### src/rtl/pll_seq_pkg.sv
package pll_seq_pkg;
  // control field geometry, fixed by the decoder of the control words
  localparam int WORD_W  = 16;
  localparam int NR_W    = 6;
  localparam int NF_W    = 13;
  localparam int NO_W    = 4;
  localparam int BW_W    = 12;
  localparam int NR_LSB  = 8;
  localparam int RST_BIT = 5;

  localparam logic [1:0] MODE_SLOW = 2'd0;
  localparam logic [1:0] MODE_NORM = 2'd1;

  // operating range of the loop, in kHz
  localparam longint VCO_MIN_KHZ = 440000;
  localparam longint VCO_MAX_KHZ = 2200000;
  localparam longint OUT_MIN_KHZ = 27500;
  localparam longint OUT_MAX_KHZ = 2200000;

  typedef enum logic [2:0] {
    ST_IDLE,
    ST_RESET_ON,
    ST_PROGRAM,
    ST_HOLD,
    ST_LOCK_WAIT
  } seq_state_t;
endpackage

### src/rtl/pll_div_legal.sv
module pll_div_legal
  import pll_seq_pkg::*;
#(
  parameter int REF_KHZ = 24000,
  parameter int NR_IW   = NR_W + 1,
  parameter int NF_IW   = NF_W + 1,
  parameter int NO_IW   = NO_W + 1
) (
  input  logic [NR_IW-1:0] nr,
  input  logic [NF_IW-1:0] nf,
  input  logic [NO_IW-1:0] no,
  output logic             legal
);
  localparam int MW = 56;
  localparam logic [NR_IW-1:0] NR_MAX = NR_IW'(2 ** NR_W);
  localparam logic [NF_IW-1:0] NF_MAX = NF_IW'(2 ** NF_W);
  localparam logic [NO_IW-1:0] NO_MAX = NO_IW'(2 ** NO_W);

  logic          nr_ok, nf_ok, no_ok, vco_ok, out_ok;
  logic [MW-1:0] vco_scaled, nr_x, div_x;

  // ranges are compared cross-multiplied, so no divider is needed
  always_comb begin
    nr_ok      = (nr != '0) && (nr <= NR_MAX);
    nf_ok      = (nf >= NF_IW'(2)) && (nf <= NF_MAX);
    no_ok      = (no != '0) && (no <= NO_MAX) && ((no == NO_IW'(1)) || !no[0]);
    vco_scaled = MW'(REF_KHZ) * MW'(nf);
    nr_x       = MW'(nr);
    div_x      = nr_x * MW'(no);
    vco_ok     = (vco_scaled >= MW'(VCO_MIN_KHZ) * nr_x) &&
                 (vco_scaled <= MW'(VCO_MAX_KHZ) * nr_x);
    out_ok     = (vco_scaled >= MW'(OUT_MIN_KHZ) * div_x) &&
                 (vco_scaled <= MW'(OUT_MAX_KHZ) * div_x);
    legal      = nr_ok && nf_ok && no_ok && vco_ok && out_ok;
  end
endmodule

### src/rtl/pll_seq_timer.sv
module pll_seq_timer #(
  parameter int CW = 12
) (
  input  logic          clk,
  input  logic          rst,
  input  logic          load,
  input  logic [CW-1:0] load_val,
  output logic          expired
);
  logic [CW-1:0] cnt;

  always_ff @(posedge clk) begin
    if (rst)              cnt <= '0;
    else if (load)        cnt <= load_val;
    else if (cnt != '0)   cnt <= cnt - 1'b1;
  end

  assign expired = (cnt == '0);
endmodule

### src/rtl/pll_reprog_seq.sv
module pll_reprog_seq
  import pll_seq_pkg::*;
#(
  parameter int REF_KHZ      = 24000,
  parameter int CLK_MHZ      = 200,
  parameter int LOCK_TIMEOUT = 4096
) (
  input  logic              clk,
  input  logic              rst,
  input  logic              start,
  input  logic [NR_W:0]     div_nr,
  input  logic [NF_W:0]     div_nf,
  input  logic [NO_W:0]     div_no,
  input  logic              pll_lock,
  output logic [WORD_W-1:0] pll_con0,
  output logic [WORD_W-1:0] pll_con1,
  output logic [WORD_W-1:0] pll_con2,
  output logic [WORD_W-1:0] pll_con3,
  output logic [1:0]        pll_mode,
  output logic              busy,
  output logic              done,
  output logic              err
);
  localparam int HOLD_CYC = 10 * CLK_MHZ;
  localparam int CNT_MAX  = (HOLD_CYC > LOCK_TIMEOUT) ? HOLD_CYC : LOCK_TIMEOUT;
  localparam int CW       = $clog2(CNT_MAX + 1);
  localparam logic [CW-1:0] HOLD_LOAD = CW'(HOLD_CYC - 1);
  localparam logic [CW-1:0] LOCK_LOAD = CW'(LOCK_TIMEOUT - 1);

  seq_state_t state;
  logic [NR_W:0]   nr_q;
  logic [NF_W:0]   nf_q;
  logic [NO_W:0]   no_q;
  logic [NR_W-1:0] nr_f;
  logic [NF_W-1:0] nf_f;
  logic [NO_W-1:0] no_f;
  logic [BW_W-1:0] bw_f;
  logic            rst_bit;
  logic            legal;
  logic            tmr_load, tmr_expired;
  logic [CW-1:0]   tmr_val;
  logic [NR_W:0]   nr_m1;
  logic [NF_W:0]   nf_m1, bw_m1;
  logic [NO_W:0]   no_m1;

  pll_div_legal #(
    .REF_KHZ(REF_KHZ), .NR_IW(NR_W + 1), .NF_IW(NF_W + 1), .NO_IW(NO_W + 1)
  ) u_legal (
    .nr(div_nr), .nf(div_nf), .no(div_no), .legal(legal)
  );

  // one counter serves both the reset hold and the lock timeout
  always_comb begin
    tmr_load = 1'b0;
    tmr_val  = HOLD_LOAD;
    if (state == ST_PROGRAM) begin
      tmr_load = 1'b1;
    end else if (state == ST_HOLD && tmr_expired) begin
      tmr_load = 1'b1;
      tmr_val  = LOCK_LOAD;
    end
  end

  pll_seq_timer #(.CW(CW)) u_timer (
    .clk(clk), .rst(rst), .load(tmr_load), .load_val(tmr_val),
    .expired(tmr_expired)
  );

  always_comb begin
    nr_m1 = nr_q - 1'b1;
    nf_m1 = nf_q - 1'b1;
    no_m1 = no_q - 1'b1;
    bw_m1 = (nf_q >> 1) - 1'b1;
  end

  always_ff @(posedge clk) begin
    if (rst) begin
      state    <= ST_IDLE;
      nr_q     <= '0;
      nf_q     <= '0;
      no_q     <= '0;
      nr_f     <= '0;
      nf_f     <= '0;
      no_f     <= '0;
      bw_f     <= '0;
      rst_bit  <= 1'b0;
      pll_mode <= MODE_SLOW;
      busy     <= 1'b0;
      done     <= 1'b0;
      err      <= 1'b0;
    end else begin
      done <= 1'b0;
      case (state)
        ST_IDLE: begin
          if (start) begin
            if (legal) begin
              nr_q     <= div_nr;
              nf_q     <= div_nf;
              no_q     <= div_no;
              pll_mode <= MODE_SLOW;
              busy     <= 1'b1;
              err      <= 1'b0;
              state    <= ST_RESET_ON;
            end else begin
              err <= 1'b1;
            end
          end
        end
        ST_RESET_ON: begin
          rst_bit <= 1'b1;
          state   <= ST_PROGRAM;
        end
        ST_PROGRAM: begin
          nr_f  <= nr_m1[NR_W-1:0];
          nf_f  <= nf_m1[NF_W-1:0];
          no_f  <= no_m1[NO_W-1:0];
          bw_f  <= bw_m1[BW_W-1:0];
          state <= ST_HOLD;
        end
        ST_HOLD: begin
          if (tmr_expired) begin
            rst_bit <= 1'b0;
            state   <= ST_LOCK_WAIT;
          end
        end
        ST_LOCK_WAIT: begin
          if (pll_lock) begin
            pll_mode <= MODE_NORM;
            busy     <= 1'b0;
            done     <= 1'b1;
            state    <= ST_IDLE;
          end else if (tmr_expired) begin
            err   <= 1'b1;
            busy  <= 1'b0;
            state <= ST_IDLE;
          end
        end
        default: state <= ST_IDLE;
      endcase
    end
  end

  always_comb begin
    pll_con0 = '0;
    pll_con0[NR_LSB +: NR_W] = nr_f;
    pll_con0[0 +: NO_W]      = no_f;
    pll_con1 = '0;
    pll_con1[0 +: NF_W]      = nf_f;
    pll_con2 = '0;
    pll_con2[0 +: BW_W]      = bw_f;
    pll_con3 = '0;
    pll_con3[RST_BIT]        = rst_bit;
  end
endmodule

### config.mk
export PLATFORM = sky130hd
export DESIGN_NAME = pll_reprog_seq
export DESIGN_NICKNAME = d
export VERILOG_FILES = /design/src/rtl/pll_seq_pkg.sv /design/src/rtl/pll_div_legal.sv /design/src/rtl/pll_seq_timer.sv /design/src/rtl/pll_reprog_seq.sv
export SDC_FILE = /design/constraint.sdc
export NUM_CORES = 1
export LEC_CHECK = 0
export ABC_AREA = 1
export BUFFER_PORTS_ARGS = -buffer_cell sky130_fd_sc_hd__buf_2
export CORE_MARGIN = 2
export CORE_UTILIZATION = 65
export CTS_CLUSTER_SIZE = 30
export DETAILED_ROUTE_END_ITERATION = 8
export GPL_TIMING_DRIVEN = 0
export HOLD_SLACK_MARGIN = 0.03
export PLACE_DENSITY_LB_ADDON = 0.12
export SYNTH_ARGS = -nofsm -noshare
export SYNTH_HDL_FRONTEND = slang
export SYNTH_SLANG_ARGS = --single-unit
### constraint.sdc
create_clock -name clk -period 13.6 [get_ports clk]
set_clock_uncertainty 0.05 [all_clocks]
set_input_delay 2.72 -clock clk [delete_from_list [all_inputs] [get_ports clk]]
set_output_delay 2.72 -clock clk [all_outputs]
set_load 0.1 [all_outputs]
==> flow_summary.json <==
{
  "status": "finished, final reports clean",
  "core-area_mm2": 0.0296,
  "clock_path_buffers": 2,
  "synthArstFlopShare": 0,
  "cts_hold_buf": 0,
  "yosys_warnings": 0,
  "ant_nets": 0,
  "area_growth_pct": 6.14,
  "post_cts_buffers": 0,
  "vias": 16400,
  "ys_types": 49,
  "port-buffer-count": 64,
  "wl_mm": 48.0,
  "dieArea_mm2": 0.0313,
  "setup_violations": 0,
  "synth_flop_cell": "dfxtp_1",
  "first_iter_violations": 782,
  "cts_tree": "yes",
  "reg2reg_slack_ns": 11.10,
  "slowest_stage": "xnor2_1",
  "syn_area_mm2": 0.0195,
  "path_max_fanout": 10,
  "slew_headroom": 0.227,
  "finalSetupTns_ns": 0,
  "numCtsBuffers": 9,
  "syn_avg_cell_area_um2": 7.62,
  "cts.reportedPaths.clkPinSlew_ns": 0.06,
  "synth_edf_count": 0,
  "synth.area.top_cells": "ha_1 28%, fa_1 20%, inv_1 12%, dfxtp_1 8.1%, nand2_1 8.1%",
  "diodes": 0,
  "drv_slew": 0,
  "cp-start-kind": "primary input",
  "routabilityCongestion": 0.946,
  "clk_latency_ns": 0.34,
  "rows": 63,
  "groute.usage.overall": 0.314,
  "dieWidth_um": 177,
  "final_common_cell": "inv_1",
  "grt_pass1_wl_mm": 78.2,
  "layout_common_cells": "608 x inv_1, 435 x ha_1, 419 x nand2_1, 196 x fa_1, 153 x a21oi_1",
  "cp_common_cell": "nand2_1",
  "fmaxAchievable_mhz": 77.9,
  "yosys.area.top_type": "ha_1",
  "fin_nets": 3316,
  "ioPinCount": 99,
  "ctsResizeCount": 0,
  "hold_path_class": "reg -> reg",
  "grt_max_degree": 18,
  "endpoint_kind": "flip-flop",
  "hold_violations": 0,
  "rsz0062_at_grt": "false",
  "fill_cells": 2540,
  "die-height_um": 177,
  "cpPeakStageDelay_ns": 0.56,
  "initial_utilization": 0.658,
  "viasPerCell": 5.36,
  "layout-drive-gt1-share": 0.0549,
  "grt_remaining_overflow": 0,
  "layout_min_cycle_time_ns": 12.84,
  "firstDrtPassIters": 5,
  "grt_pass1_vias": 16100,
  "clock_sinks": 79,
  "arrival_ns": 13.03,
  "synth.top_cell.area_share": 0.280,
  "routedWlPerCell_um": 15.7,
  "hpwl_mm": 41.8,
  "tightest_slew_ns": 1.15,
  "drc": 0,
  "maxCapViolations": 0,
  "worst-setup-path-type": "in -> reg",
  "period_share": 0.944,
  "root_buffer": "clkbuf_16",
  "cts_max_level": 3,
  "critPathRequiredTime_ns": 13.79,
  "ys_seq_elements": 79,
  "antenna_found_initial": 0,
  "netlist_instances": 2552,
  "yosysSeqAreaShare": 0.0813
}
[final cells by class]
type                       instances  area [um2]  area share
clock buffer                       9         225      0.0109
buffer                            55         344      0.0167
multi-input combinational       1829       15300       0.742
tap                              390         488      0.0236
sequential                        79        1580      0.0766
clock inverter                     7        56.3     0.00273
inverter                         617        2320       0.112
timing repair buffer              64         320      0.0155
[through the flow]
stage / setup WS, ns / cell area, um2 / util / cells / hold slack (ns)
detailed placement: 0.373 / 20400 / 0.689 / 3034 / 0.368
global route: 0.0591 / 20600 / 0.698 / 3050 / 0.423
global placement: 0.564 / 20400 / 0.689 / 3034 / 0.362
floorplan: 2.15 / 19600 / - / 2580 / 0.355
CTS: 0.730 / 20600 / 0.698 / 3050 / 0.378
finish: 0.760 / 20600 / 0.698 / 3050 / 0.373
[routing by layer]
metal / up-vias / GRT usage / part of all wire
li1: 8191 / - / -
met1: 7675 / 0.387 / 0.43
met2: 381 / 0.573 / 0.50
met3: 107 / 0.0165 / 0.035
met4: 0 / 0.121 / 0.039
met5: - / 0 / 0
[registers in the layout (all words and copies together) (netlist names)]
name         flops
nf_f            13
nf_q            13
u_timer.cnt     13
bw_f            12
nr_f             6
nr_q             6
no_f             4
no_q             4
state            3
busy             1
done             1
err              1
pll_mode         1
rst_bit          1
[cell usage after synthesis, drive strengths merged, types with 19 or more instances]
library cell	number
dfxtp	79
nand3	80
xor2	57
a31oi	19
o21ai	105
buf	39
a21oi	153
nand4	26
nand2	429
inv	615
nor2	150
xnor2	62
fa	196
ha	435
nor3	25
[final timing paths]
path / startpoint / end / depth (start not counted)
hold / removal: nr_q[0] / nr_f[0] / 1
setup reg to reg: u_timer.cnt[0] / u_timer.cnt[6] / 12
setup / recovery: div_no[3] / nf_q[0] / 46
hold reg to reg: nr_q[0] / nr_f[0] / 1
[cells by family (layout without fill, tap and decap cells)]
| group | after synthesis | after routing | share of synthesized area |
|---|---|---|---|
| fa+ha+maj | 631 | 631 | 0.482 |
| other cells | 1 | 29 | 0.000193 |
| flops | 79 | 79 | 0.0813 |
| xor+xnor | 119 | 119 | 0.0536 |
| simple gates | 727 | 727 | 0.156 |
| buf+inv | 672 | 752 | 0.137 |
| compound gates | 323 | 323 | 0.0909 |
[worst max-delay path: cells and delay by family]
family                     cells  cell delay, ns
buffers and inverters         10            1.53
xor gates and xnor gates       2            0.72
AOI/OAI and AO/OA              8            1.30
adders and majority gates     11            5.11
and+or+nand+nor               15            1.60
Power is not shown: default switching activity piles up to over one toggle a cycle in this logic, so the estimate is an artifact.
